`src/rtl/fmt_pkg.sv`:
```
package fmt_pkg;

    // Correction requested by the comparator for the current clock
    typedef enum logic [1:0] {
        CORR_NONE = 2'd0,
        CORR_DEC  = 2'd1,
        CORR_INC  = 2'd2
    } corr_e;

    // Comparator states
    typedef enum logic [1:0] {
        ST_ACQUIRE = 2'd0,
        ST_ARMED   = 2'd1,
        ST_EXPIRED = 2'd2
    } trk_state_e;

endpackage

```
`src/rtl/fmt_edge_pulse.sv`:
```
// Rising-edge detector followed by a resynchronising flop: one pulse per edge
module fmt_edge_pulse (
    input  logic clk,
    input  logic rst_n,
    input  logic en,
    input  logic raw_in,
    output logic pulse
);

    logic prev_q;
    logic edge_raw;

    assign edge_raw = raw_in & ~prev_q;

    always_ff @(posedge clk or negedge rst_n) begin
        if (!rst_n) begin
            prev_q <= 1'b0;
            pulse  <= 1'b0;
        end else if (en) begin
            prev_q <= raw_in;
            pulse  <= edge_raw;
        end
    end

endmodule

```
`src/rtl/fmt_osc_counter.sv`:
```
// Local oscillator: down-counter reloaded from the period register
module fmt_osc_counter #(
    parameter int PW = 8
) (
    input  logic          clk,
    input  logic          rst_n,
    input  logic          en,
    input  logic          load,
    input  logic [PW-1:0] reload_val,
    output logic          tc
);

    logic [PW-1:0] cnt_q;

    assign tc = (cnt_q == '0);

    always_ff @(posedge clk or negedge rst_n) begin
        if (!rst_n) begin
            cnt_q <= '0;
        end else if (en) begin
            if (load || tc) begin
                cnt_q <= reload_val;
            end else begin
                cnt_q <= cnt_q - 1'b1;
            end
        end
    end

endmodule

```
`src/rtl/fmt_track_fsm.sv`:
```
// Compares input pulses with terminal counts and issues corrections
module fmt_track_fsm
    import fmt_pkg::*;
#(
    parameter int LOCK_RUN = 4
) (
    input  logic  clk,
    input  logic  rst_n,
    input  logic  en,
    input  logic  pulse,
    input  logic  tc,
    output corr_e corr,
    output logic  locked
);

    localparam int             RW      = $clog2(LOCK_RUN + 1);
    localparam logic [RW-1:0]  RUN_MAX = RW'(LOCK_RUN);

    trk_state_e    state_q;
    trk_state_e    state_d;
    logic          match;
    logic [RW-1:0] run_q;

    // State register
    always_ff @(posedge clk or negedge rst_n) begin
        if (!rst_n) begin
            state_q <= ST_ACQUIRE;
        end else if (en) begin
            state_q <= state_d;
        end
    end

    // Transitions
    always_comb begin
        state_d = state_q;
        unique case (state_q)
            ST_ACQUIRE: if (pulse)        state_d = ST_ARMED;
            ST_ARMED:   if (tc && !pulse) state_d = ST_EXPIRED;
            ST_EXPIRED: if (pulse)        state_d = ST_ARMED;
            default:                      state_d = ST_ACQUIRE;
        endcase
    end

    // Outputs
    always_comb begin
        corr  = CORR_NONE;
        match = 1'b0;
        unique case (state_q)
            ST_ACQUIRE: corr = CORR_NONE;
            ST_ARMED: begin
                if (pulse && !tc)      corr  = CORR_DEC;
                else if (tc && !pulse) corr  = CORR_INC;
                else if (tc && pulse)  match = 1'b1;
            end
            ST_EXPIRED: if (tc && !pulse) corr = CORR_INC;
            default:    corr = CORR_NONE;
        endcase
    end

    // Run of uncorrected input cycles
    always_ff @(posedge clk or negedge rst_n) begin
        if (!rst_n) begin
            run_q <= '0;
        end else if (en) begin
            if (corr != CORR_NONE) begin
                run_q <= '0;
            end else if (match && (run_q != RUN_MAX)) begin
                run_q <= run_q + 1'b1;
            end
        end
    end

    assign locked = (run_q == RUN_MAX);

endmodule

```
`src/rtl/fmt_period_integ.sv`:
```
// Saturating integrator of the corrections; its value is the output word
module fmt_period_integ
    import fmt_pkg::*;
#(
    parameter int PW = 8
) (
    input  logic          clk,
    input  logic          rst_n,
    input  logic          en,
    input  corr_e         corr,
    output logic [PW-1:0] period
);

    localparam logic [PW-1:0] MID = {1'b1, {(PW-1){1'b0}}};
    localparam logic [PW-1:0] TOP = '1;

    always_ff @(posedge clk or negedge rst_n) begin
        if (!rst_n) begin
            period <= MID;
        end else if (en) begin
            unique case (corr)
                CORR_INC:  if (period != TOP) period <= period + 1'b1;
                CORR_DEC:  if (period != '0)  period <= period - 1'b1;
                CORR_NONE: period <= period;
                default:   period <= period;
            endcase
        end
    end

endmodule

```
`src/rtl/fm_period_tracker.sv`:
```
module fm_period_tracker
    import fmt_pkg::*;
#(
    parameter int PW       = 8,
    parameter int LOCK_RUN = 4
) (
    input  logic          clk,
    input  logic          rst_n,
    input  logic          clk_en,
    input  logic          fm_in,
    output logic [PW-1:0] period_out,
    output logic          locked
);

    logic  in_pulse;
    logic  osc_tc;
    corr_e corr;

    fmt_edge_pulse u_edge (
        .clk    (clk),
        .rst_n  (rst_n),
        .en     (clk_en),
        .raw_in (fm_in),
        .pulse  (in_pulse)
    );

    // Each input pulse restarts the oscillator so the edges stay aligned
    fmt_osc_counter #(.PW(PW)) u_osc (
        .clk        (clk),
        .rst_n      (rst_n),
        .en         (clk_en),
        .load       (in_pulse),
        .reload_val (period_out),
        .tc         (osc_tc)
    );

    fmt_track_fsm #(.LOCK_RUN(LOCK_RUN)) u_fsm (
        .clk    (clk),
        .rst_n  (rst_n),
        .en     (clk_en),
        .pulse  (in_pulse),
        .tc     (osc_tc),
        .corr   (corr),
        .locked (locked)
    );

    fmt_period_integ #(.PW(PW)) u_integ (
        .clk    (clk),
        .rst_n  (rst_n),
        .en     (clk_en),
        .corr   (corr),
        .period (period_out)
    );

endmodule

```
`config.mk`:
```
export PLATFORM = sky130hd
export DESIGN_NAME = fm_period_tracker
export DESIGN_NICKNAME = d
export VERILOG_FILES = /design/src/rtl/fmt_pkg.sv /design/src/rtl/fmt_edge_pulse.sv /design/src/rtl/fmt_osc_counter.sv /design/src/rtl/fmt_track_fsm.sv /design/src/rtl/fmt_period_integ.sv /design/src/rtl/fm_period_tracker.sv
export SDC_FILE = /design/constraint.sdc
export NUM_CORES = 1
export LEC_CHECK = 0
export BUFFER_PORTS_ARGS = -buffer_cell sky130_fd_sc_hd__buf_2
export CORE_UTILIZATION = 35
export CTS_BUF_LIST = sky130_fd_sc_hd__clkbuf_4
export DETAILED_ROUTE_END_ITERATION = 12
export GPL_TIMING_DRIVEN = 0
export HOLD_SLACK_MARGIN = 0.06
export MAX_ROUTING_LAYER = met4
export PLACE_DENSITY_LB_ADDON = 0.08
export RECOVER_POWER = 25
export SKIP_CTS_REPAIR_TIMING = 1
export SYNTH_ARGS = -nofsm -noshare
export SYNTH_HDL_FRONTEND = slang
export SYNTH_HIERARCHICAL = 1
export SYNTH_SLANG_ARGS = --single-unit
```
`constraint.sdc`:
```
create_clock -name clk -period 3.9 [get_ports clk]
set_clock_uncertainty 0.15 [all_clocks]
set_input_delay 0.39 -clock clk [delete_from_list [all_inputs] [get_ports clk]]
set_output_delay 0.39 -clock clk [all_outputs]
set_load 0.005 [all_outputs]
```
==> results of run 1 <==
[cell families after synthesis]
family	count (synthesis)	synth area share (%)
adder cells (fa/ha/maj)	9	7.00
AO/OA/AOI/OAI	42	18.6
buffers and inverters	18	4.90
flip-flops	23	35.8
AND/OR/NAND/NOR	67	26.0
XOR/XNOR	8	4.35
multiplexers	4	3.27
[state kept, by name (all words and copies together), names as in the netlist]
register	count
u_edge/prev_q	1
u_fsm/run_q	3
u_integ/period	8
u_edge/pulse	1
u_osc/cnt_q	8
u_fsm/state_q	2
[metrics by stage]
stage / power (mW) / std cells / hold slack (ns) / util (%)
floorplan: 0.821 / 171 / -0.0556 / -
finish: 1.08 / 240 / 0.154 / 40.4
global placement: 0.952 / 235 / 0.259 / 39.6
CTS: 1.09 / 239 / -0.113 / 40.2
detailed placement: 0.968 / 235 / 0.260 / 39.6
global route: 1.18 / 240 / 0.134 / 40.4
[final timing paths]
| check | slack [ns] | to | start | cells after the start |
|---|---|---|---|---|
| hold / removal | 0.15 | u_edge/prev_q | fm_in | 2 |
| setup / recovery | 0.46 | u_integ/period[4] | u_osc/cnt_q[0] | 15 |
| max in group asynchronous | 2.13 | u_osc/cnt_q[1] | rst_n | 2 |
| hold reg to reg | 0.35 | u_edge/prev_q | u_edge/prev_q | 1 |
| min in group asynchronous | 0.71 | u_fsm/run_q[0] | rst_n | 2 |
| setup reg to reg | 0.46 | u_integ/period[4] | u_osc/cnt_q[0] | 15 |
[metal layers]
metal	share of wire [%]	vias to the layer above	global-route usage, %	routed length, um
met3	2.5	2	2.03	89
li1	-	658	-	-
met5	0	-	-	0
met1	51	631	22.2	1790
met4	0.62	0	4.22	22
met2	46	16	24.3	1620
[power breakdown]
part / leakage (nW) / internal, mW / total (mW) / switching [mW]
logic: 0.432 / 0.239 / 0.502 / 0.262
clock network: 0.0177 / 0.0383 / 0.111 / 0.0727
registers: 0.287 / 0.329 / 0.463 / 0.134
[layout by cell type (no fill, tap or decap), drive strengths merged, types with 2 or more instances in the layout]
cell type  Yosys  layout
a21oi          4       4
nor3           6       6
o211ai         2       2
nand4          4       4
o21ai         16      16
mux2           4       4
a22oi          3       3
and2           3       3
a211oi         3       3
nor4b          3       3
a21boi         2       2
nand3b         4       4
dfrtp         22      22
ha             9       9
xnor2          7       7
nor2          10      10
nor4           6       6
nor3b          2       2
and3           2       2
or4            2       2
clkbuf         1       5
nor2b          2       2
nand2         17      17
buf            5      16
inv           12      12
nand4b         2       2
[area by class of cell]
class / count / area (um^2)
Fill cell: 449 / 2610
Inverter: 12 / 45.0
Tap cell: 52 / 65.1
Timing Repair Buffer: 13 / 68.8
Sequential cell: 23 / 577
Clock inverter: 1 / 5.00
Multi-Input combinational cell: 130 / 956
Buffer: 6 / 33.8
Clock buffer: 3 / 22.5
[worst reg2reg max path, delay by kind of cell, from the launching register on]
family                   cells  cell delay, ns
AND/OR/NAND/NOR              7            1.42
XOR/XNOR                     2            0.24
buffers and inverters        3            0.44
adder cells (fa/ha/maj)      2            0.42
AO/OA/AOI/OAI                1            0.24
flip-flops                   1            0.43
==> flow_summary.rst, run 1 <==
.. list-table::
   :header-rows: 1

   * - Metric
     - Value
   * - Area share of the largest cell type after synthesis
     - 34.2%
   * - Global router's overall resource usage
     - 15.9%
   * - Cell-by-cell trace of the critical path
     - inv_1, ha_1, nor4b_4, and2_1, inv_2, nor4b_2, nand2b_1, buf_2, xnor2_1, ha_1, nor2_1, nand2_1, o31ai_1, nand2_1, xnor2_1
   * - Number of vias per cell after detailed routing
     - 5.45
   * - Antenna viol nets, final
     - 0
   * - Type of the worst setup path
     - register to register
   * - Post-place instance area
     - 1730 um^2
   * - Setup violations, final
     - 0
   * - GPL Wtd Cong
     - 0.822
   * - Leading cell types by count after synthesis
     - dfrtp_1, nand2_1, inv_1, nor2_1, o21ai_1
   * - Core outline area
     - 4380 um^2
   * - Cell chosen for the clock root
     - clkbuf_4
   * - Via count of the first global-routing pass
     - 1,280
   * - Count of warnings emitted by yosys
     - 6
   * - Total power per unit cell area
     - 607 nW/um^2
   * - Top cells by area in the synthesized netlist
     - dfrtp_1, ha_1, nand2_1
   * - Length of the first detailed-routing pass in iterations
     - 4
   * - Clock-pin slew of the registers on the worst-case setup and hold paths
     - 0.13 ns
   * - Crit path setup slack, layout
     - 0.459 ns
   * - Final HPWL DP
     - 2.54 mm
   * - Die Span X
     - 69.8 um
   * - Worst slack, placed
     - 0.273 ns
   * - Critical path arrival
     - 3.50 ns
   * - Area Overhead vs Synth
     - 10.2%
   * - Rows
     - 24
   * - Worst slew margin
     - 14.4%
   * - Wirelength per Cell
     - 14.7 um
   * - Global-route wire length before repair
     - 6.15 mm
   * - Data required time at the worst endpoint
     - 3.96 ns
   * - Crit Path Max Fanout
     - 9
   * - Hold/Removal Path Class
     - input pin to register
   * - TritonCTS buffer count
     - 3
   * - Antenna cell count
     - 0
   * - Async set-or-reset flop fraction in the synthesized netlist
     - 100%
   * - Source-to-sink clock delay at the later pin of the worst-skew pair
     - 0.31 ns
   * - Max rail drop VDD
     - 206 uV
   * - Count of unique library cells instantiated by Yosys
     - 54
   * - Max-slew violation count
     - 0
   * - Most used standard cell by instance count after synthesis
     - dfrtp_1
   * - Die ar.
     - 4870 um^2
   * - Worst Path Buf+Inv
     - 3
   * - RSZ-0062 raised after global routing
     - false
   * - Synthesized area
     - 1610 um^2
   * - Cell count after synthesis
     - 171
   * - Number of antenna violations at the first check in global routing
     - 0
   * - Slew at the pin closest to its max-slew limit
     - 1.28 ns
   * - Final instance area
     - 1770 um^2
   * - Number of enable-type register cells in the synthesized netlist
     - 0
   * - Number of remaining DRC errors
     - 0
   * - Grt total ovfl
     - 0
   * - Static Leakage
     - 0.737 nW
   * - Max clock buf depth
     - 2
   * - Number of vias after detailed routing
     - 1,307
   * - Post-synth net total
     - 184
   * - Share of the yosys chip area belonging to registers
     - 35.8%
   * - # IOs
     - 13
   * - Max Clk Rate
     - 291 MHz
   * - Maximum single-stage delay on the critical path
     - 0.43 ns
   * - Critical Path End Type
     - register
   * - Per-instance average area after synthesis
     - 9.41 um^2
   * - Setup TNS
     - 0 ns
   * - Min Tclk post-route
     - 3.44 ns
   * - Final Cycle Share
     - 88.2%
   * - Quantity of I/O buffers inserted on ports
     - 12
   * - Number of failing hold endpoints at the final stage
     - 0
   * - Area leader, netlist
     - dfrtp_1
   * - Outcome
     - finished clean
   * - Flops & latches, synth
     - 23
   * - DRC marker count from the first detailed-route iteration
     - 71
   * - Synth Flop Type
     - dfrtp_1
   * - CTS tree
     - done
   * - Y dimension of the die
     - 69.8 um
   * - Sink count of the clock tree
     - 23
   * - Max-capacitance violation count
     - 0
   * - H-tree levels
     - 1
   * - Pin count of the biggest net entering global routing
     - 24
   * - Fraction of layout instances using a drive strength above 1
     - 21.3%
   * - Wire length reported by the detailed router
     - 3.53 mm
   * - Kind of cell with the highest combined delay on the critical path
     - simple AND/OR/NAND/NOR gates
   * - Crit path max-delay cell type
     - dfrtp_1
   * - Starting Density
     - 36.7%
   * - # nets final
     - 202
   * - Startpoint Class
     - register
Note: power is estimated with default switching activity, not from simulation.
==> inputs of run 2 (changes only) <==
--- a/config.mk
+++ b/config.mk
@@ -6,13 +6,14 @@
 export NUM_CORES = 1
 export LEC_CHECK = 0
 export BUFFER_PORTS_ARGS = -buffer_cell sky130_fd_sc_hd__buf_2
+export CAP_MARGIN = 15
 export CORE_UTILIZATION = 35
 export CTS_BUF_LIST = sky130_fd_sc_hd__clkbuf_4
 export DETAILED_ROUTE_END_ITERATION = 12
 export GPL_TIMING_DRIVEN = 0
 export HOLD_SLACK_MARGIN = 0.06
 export MAX_ROUTING_LAYER = met4
-export PLACE_DENSITY_LB_ADDON = 0.08
+export PLACE_DENSITY = 0.64
 export RECOVER_POWER = 25
 export SKIP_CTS_REPAIR_TIMING = 1
 export SYNTH_ARGS = -nofsm -noshare
==> constraint.sdc (replaced) <==
create_clock -name clk -period 3.1 [get_ports clk]
set_clock_uncertainty 0.15 [all_clocks]
set_input_delay 0.31 -clock clk [delete_from_list [all_inputs] [get_ports clk]]
set_output_delay 0.31 -clock clk [all_outputs]
set_load 0.005 [all_outputs]
==> run 2 against run 1 <==
Net effect: global-route usage decreased by 0.68 points; core utilization increased by 1.7 points; fmax is 16% higher; sequential power is 27% higher; worst hold slack got worse by 0.077 ns; critical path type unchanged; highest routed layer unchanged.
==> flow_summary.rst, run 2 (synthesized netlist as in run 1, its figures left out) <==
.. list-table::
   :header-rows: 1

   * - Metric
     - Value
   * - Rows
     - 24 (unchanged)
   * - Most frequent cells in the layout
     - dfrtp_1, nand2_1, buf_2
   * - Static Leakage
     - 0.774 nW (+5.0%)
   * - Final Cycle Share
     - 95.6% (+7.4 points)
   * - Final-layout fill cell count
     - 439 (-2.2%)
   * - Die ar.
     - 4870 um^2 (unchanged)
   * - Max clock buf depth
     - 2 (unchanged)
   * - Starting Density
     - 36.7% (unchanged)
   * - Quantity of I/O buffers inserted on ports
     - 12 (unchanged)
   * - Cell chosen for the clock root
     - clkbuf_4
   * - Number of vias per cell after detailed routing
     - 5.67 (+4.2%)
   * - Total power per unit cell area
     - 770 nW/um^2 (+27%)
   * - Registers with the most flip-flops
     - u_integ/period x8, u_osc/cnt_q x8, u_fsm/run_q x3
   * - Area Overhead vs Synth
     - 14.9%
   * - Max-slew violation count
     - 0 (unchanged)
   * - Number of vias after detailed routing
     - 1,390 (+6.4%)
   * - TritonCTS buffer count
     - 3 (unchanged)
   * - Antenna cell count
     - 0 (unchanged)
   * - Core outline area
     - 4380 um^2 (unchanged)
   * - Minimum setup slack among reg-to-reg paths
     - 0.14 ns (-0.32 ns)
   * - Number of failing hold endpoints at the final stage
     - 0 (unchanged)
   * - Hold/Removal Path Class
     - input pin to register
   * - Global router's overall resource usage
     - 15.2% (-0.68 points)
   * - Critical path arrival
     - 3.04 ns (-0.46 ns)
   * - Max rail drop VDD
     - 419 uV (+100%)
   * - Die Span X
     - 69.8 um (unchanged)
   * - Post-place instance area
     - 1740 um^2 (+0.36%)
   * - Fraction of layout instances using a drive strength above 1
     - 26.9% (+5.7 points)
   * - Sink count of the clock tree
     - 23 (unchanged)
   * - Wirelength per Cell
     - 14.5 um (-0.96%)
   * - Pin count of the biggest net entering global routing
     - 24 (unchanged)
   * - Data required time at the worst endpoint
     - 3.18 ns (-0.78 ns)
   * - Final instance area
     - 1850 um^2 (+4.2%)
   * - Wire length reported by the detailed router
     - 3.56 mm (+1.1%)
   * - Critical Path End Type
     - register
   * - Setup violations, final
     - 0 (unchanged)
   * - Length of the first detailed-routing pass in iterations
     - 4 (unchanged)
   * - # IOs
     - 13 (unchanged)
   * - DRC marker count from the first detailed-route iteration
     - 61 (-14%)
   * - Source-to-sink clock delay at the later pin of the worst-skew pair
     - 0.32 ns (about the same)
   * - Y dimension of the die
     - 69.8 um (unchanged)
   * - Worst slew margin
     - 12.6% (-1.8 points)
   * - Outcome
     - finished clean
   * - Worst slack, placed
     - -0.281 ns (-0.554 ns)
   * - Max Clk Rate
     - 337 MHz (+16%)
   * - Final HPWL DP
     - 2.38 mm (-6.4%)
   * - GPL Wtd Cong
     - 0.816 (-0.78%)
   * - Slew at the pin closest to its max-slew limit
     - 1.31 ns (+0.0267 ns)
   * - Number of antenna violations at the first check in global routing
     - 0 (unchanged)
   * - Via count of the first global-routing pass
     - 1,244 (-2.8%)
   * - Type of the worst setup path
     - register to register
   * - Antenna viol nets, final
     - 0 (unchanged)
   * - Number of remaining DRC errors
     - 0 (unchanged)
   * - PnR Total Power
     - 1.42 mW (+32%)
   * - Crit path setup slack, layout
     - 0.135 ns (-0.324 ns)
   * - Min Tclk post-route
     - 2.96 ns (-0.476 ns)
   * - # nets final
     - 207 (+2.5%)
   * - Global-route wire length before repair
     - 5.93 mm (-3.5%)
   * - Clock-pin slew of the registers on the worst-case setup and hold paths
     - 0.14 ns (about the same)
   * - H-tree levels
     - 1 (unchanged)
   * - Max-capacitance violation count
     - 0 (unchanged)
   * - Crit Path Max Fanout
     - 8 (-1)
   * - Startpoint Class
     - register
   * - Leading cell type in the layout, fill and taps excluded
     - dfrtp_1
   * - Grt total ovfl
     - 0 (unchanged)
   * - CTS tree
     - done
-- run 2: changes by cell type in the layout (fill, tap and decap cells not counted), sizes merged --
cell,before,now
clkbuf,5,6
clkinv,1,0
buf,16,21
-- run 2: area by class of cell --
| cell class | count | area (um^2) | share of cell area (%) |
|---|---|---|---|
| multi-input cells | 130 | 985 | 53.3 |
| flip-flops and latches | 23 | 577 | 31.2 |
| repair buffers | 18 | 106 | 5.75 |
| well taps | 52 | 65.1 | 3.52 |
| inverters | 12 | 45.0 | 2.44 |
| plain buffers | 6 | 40.0 | 2.17 |
| clock buffers | 4 | 30.0 | 1.62 |
-- run 2: metrics by stage --
stage | setup TNS [ns] | utilization (%) | cells | hold WS [ns]
floorplan | 0 | - | 171 | -0.136
global placement | -0.604 | 39.7 | 235 | 0.186
detailed placement | -0.613 | 39.7 | 235 | 0.179
CTS | -0.779 | 40.4 | 239 | -0.177
global route | -0.0340 | 42.2 | 245 | 0.0769
finish | 0 | 42.2 | 245 | 0.0774
-- run 2: power by group --
| part | switching [mW] | total (mW) | leakage (nW) | internal [mW] |
|---|---|---|---|---|
| combinational | 0.345 | 0.678 | 0.468 | 0.333 |
| sequential | 0.175 | 0.589 | 0.287 | 0.414 |
| clock | 0.0973 | 0.156 | 0.0184 | 0.0590 |
| total | 0.617 | 1.42 | 0.774 | 0.806 |
-- run 2: metal layers --
layer / track usage [%] / routed length, um
met1: 22.1 / 1790
met2: 21.8 / 1620
met3: 1.89 / 113
met4: 5.11 / 39
met5: - / 0
-- run 2: final timing paths --
kind,from,to,cells after the start
worst max-delay path,u_osc/cnt_q[0],u_integ/period[1],11
worst min-delay path,fm_in,u_edge/prev_q,2
worst max register to register,u_osc/cnt_q[0],u_integ/period[1],11
worst min register to register,u_edge/prev_q,u_edge/prev_q,1
max in group asynchronous,rst_n,u_osc/cnt_q[5],2
min in group asynchronous,rst_n,u_osc/cnt_q[7],2
-- run 2: worst max-delay path: stages (launching register included) --
cell and delay, ns:
dfrtp_1 0.42, inv_2 0.07, ha_1 0.20, nor4b_4 0.13, and2_4 0.18, inv_2 0.11
nor4b_4 0.06, buf_4 0.16, or4b_4 0.56, o41ai_2 0.35, a21oi_2 0.15, mux2_4 0.33
==> inputs of run 3 (changes only) <==
--- a/config.mk
+++ b/config.mk
@@ -9,12 +9,13 @@
 export CAP_MARGIN = 15
 export CORE_UTILIZATION = 35
 export CTS_BUF_LIST = sky130_fd_sc_hd__clkbuf_4
+export CTS_CLUSTER_SIZE = 25
 export DETAILED_ROUTE_END_ITERATION = 12
 export GPL_TIMING_DRIVEN = 0
 export HOLD_SLACK_MARGIN = 0.06
 export MAX_ROUTING_LAYER = met4
 export PLACE_DENSITY = 0.64
-export RECOVER_POWER = 25
+export RECOVER_POWER = 50
 export SKIP_CTS_REPAIR_TIMING = 1
 export SYNTH_ARGS = -nofsm -noshare
 export SYNTH_HDL_FRONTEND = slang
==> run 3 against run 2 <==
Net effect: wire length is essentially flat; non-clock buffer count is the same; worst hold slack is essentially flat; global-route usage is the same; critical path depth is the same; register-to-register slack is essentially flat; sequential power is essentially flat; flip-flop and latch count is the same; cell count is the same.
==> flow_summary.rst, run 3 (synthesized netlist as in run 1, its figures left out) <==
.. list-table::
   :header-rows: 1

   * - Metric
     - Value
   * - Max-capacitance violation count
     - 0 (unchanged)
   * - Cell chosen for the clock root
     - clkbuf_4
   * - Cell-by-cell trace of the critical path
     - inv_2, ha_1, nor4b_4, and2_4, inv_2, nor4b_4, buf_4, or4b_4, o41ai_2, a21oi_2, mux2_4
   * - Setup violations, final
     - 0 (unchanged)
   * - Antenna viol nets, final
     - 0 (unchanged)
   * - Max rail drop VDD
     - 420 uV (+0.24%)
   * - Final Cycle Share
     - 95.6% (about the same)
   * - Die Span X
     - 69.8 um (unchanged)
   * - Die ar.
     - 4870 um^2 (unchanged)
   * - Y dimension of the die
     - 69.8 um (unchanged)
   * - Maximum single-stage delay on the critical path
     - 0.56 ns (about the same)
   * - TritonCTS buffer count
     - 3 (unchanged)
   * - Crit Path Max Fanout
     - 8 (unchanged)
   * - Starting Density
     - 36.7% (unchanged)
   * - Crit path max-delay cell type
     - or4b_4
   * - Hold/Removal Path Class
     - input pin to register
   * - Registers with the most flip-flops
     - u_integ/period x8, u_osc/cnt_q x8, u_fsm/run_q x3
   * - Global router's overall resource usage
     - 15.2% (unchanged)
   * - Wire length reported by the detailed router
     - 3.57 mm (about the same)
   * - Number of vias per cell after detailed routing
     - 5.65 (-0.43%)
   * - Number of cells traversed by the worst register-to-register path
     - 11 (unchanged)
   * - PnR Total Power
     - 1.42 mW (-0.16%)
   * - Total power per unit cell area
     - 770 nW/um^2 (about the same)
   * - Sink count of the clock tree
     - 23 (unchanged)
   * - # nets final
     - 207 (unchanged)
   * - H-tree levels
     - 1 (unchanged)
   * - Post-place instance area
     - 1740 um^2 (unchanged)
   * - Number of remaining DRC errors
     - 0 (unchanged)
   * - GPL Wtd Cong
     - 0.816 (unchanged)
   * - Antenna cell count
     - 0 (unchanged)
   * - Startpoint Class
     - register
   * - Most frequent cells in the layout
     - dfrtp_1, nand2_1, buf_2
   * - Max Clk Rate
     - 337 MHz (about the same)
   * - Length of the first detailed-routing pass in iterations
     - 4 (unchanged)
   * - Sequential Area
     - 577 um^2 (unchanged)
   * - Leading cell type in the layout, fill and taps excluded
     - dfrtp_1
   * - Via count of the first global-routing pass
     - 1,244 (unchanged)
   * - Core outline area
     - 4380 um^2 (unchanged)
   * - Area used by multi-input combinational logic
     - 985 um^2 (unchanged)
   * - Max clock buf depth
     - 2 (unchanged)
   * - Outcome
     - finished clean
   * - Final-layout fill cell count
     - 438 (-0.23%)
   * - Global-route wire length before repair
     - 5.93 mm (unchanged)
   * - Number of antenna violations at the first check in global routing
     - 0 (unchanged)
   * - # IOs
     - 13 (unchanged)
   * - Fraction of layout instances using a drive strength above 1
     - 25.9% (-1.0 points)
   * - Number of failing hold endpoints at the final stage
     - 0 (unchanged)
   * - Rows
     - 24 (unchanged)
   * - Setup TNS
     - 0 ns (unchanged)
   * - Source-to-sink clock delay at the later pin of the worst-skew pair
     - 0.32 ns (about the same)
   * - Slew at the pin closest to its max-slew limit
     - 1.31 ns (+0.00395 ns)
   * - Number of vias after detailed routing
     - 1,384 (-0.43%)
   * - Data required time at the worst endpoint
     - 3.18 ns (about the same)
   * - Worst slew margin
     - 12.4% (-0.26 points)
   * - Pin count of the biggest net entering global routing
     - 24 (unchanged)
   * - Critical Path End Type
     - register
   * - Worst hold path cell count
     - 2 (unchanged)
   * - Grt total ovfl
     - 0 (unchanged)
   * - Area Overhead vs Synth
     - 14.7%
   * - Critical path arrival
     - 3.04 ns (about the same)
   * - Quantity of I/O buffers inserted on ports
     - 12 (unchanged)
   * - Static Leakage
     - 0.766 nW (-0.99%)
   * - Min Tclk post-route
     - 2.96 ns (-0.000866 ns)
   * - Type of the worst setup path
     - register to register
   * - Final instance area
     - 1850 um^2 (-0.14%)
   * - Clock-pin slew of the registers on the worst-case setup and hold paths
     - 0.14 ns (about the same)
   * - Wirelength per Cell
     - 14.6 um (about the same)
   * - Max-slew violation count
     - 0 (unchanged)
   * - CTS tree
     - done
   * - DRC marker count from the first detailed-route iteration
     - 61 (unchanged)
   * - Final HPWL DP
     - 2.38 mm (unchanged)
## run 3: layout make-up
class                      instances  area share [%]
timing repair buffer              18            5.63
inverter                          12            2.44
tap                               52            3.53
clock buffer                       4            1.63
sequential                        23            31.3
buffer                             6            2.17
multi-input combinational        130            53.4
## run 3: layer usage
metal  GRT usage (%)  up-vias  share of wire [%]
li1                -      666                  -
met1            22.1      688                 51
met2            21.8       26                 46
met3            1.89        4                2.6
met4            5.11        0                1.1
met5               -        -                  0
## run 3: where the power goes
| part | leakage, nW | internal (mW) | total (mW) | switching, mW |
|---|---|---|---|---|
| sequential | 0.287 | 0.413 | 0.589 | 0.176 |
| combinational | 0.461 | 0.330 | 0.675 | 0.345 |
| clock | 0.0184 | 0.0590 | 0.156 | 0.0974 |
## run 3: final timing paths
| path | startpoint | end | slack (ns) |
|---|---|---|---|
| worst max-delay path | u_osc/cnt_q[0] | u_integ/period[1] | 0.14 |
| worst min-delay path | fm_in | u_edge/prev_q | 0.08 |
| worst max register to register | u_osc/cnt_q[0] | u_integ/period[1] | 0.14 |
| worst min register to register | u_edge/prev_q | u_edge/prev_q | 0.34 |
| max in group asynchronous | rst_n | u_osc/cnt_q[5] | 1.38 |
| min in group asynchronous | rst_n | u_osc/cnt_q[7] | 0.65 |
## run 3: worst max-delay path, delay by kind of cell, from the launching register on
family	cells	cell delay, ns
flip-flops	1	0.42
multiplexers	1	0.33
adder cells (fa/ha/maj)	1	0.20
buffers and inverters	3	0.34
AND/OR/NAND/NOR	4	0.93
AO/OA/AOI/OAI	2	0.50
## run 3: through the flow
| stage | util [%] | hold slack, ns | setup slack (ns) | cells |
|---|---|---|---|---|
| 6_report | 42.1 | 0.0773 | 0.136 | 245 |
| 5_1_grt | 42.1 | 0.0769 | -0.0281 | 245 |
| 4_1_cts | 40.4 | -0.177 | -0.342 | 239 |
| 3_5_place_dp | 39.7 | 0.179 | -0.281 | 235 |
| 3_3_place_gp | 39.7 | 0.186 | -0.286 | 235 |
| 2_1_floorplan | - | -0.136 | 0.0968 | 171 |
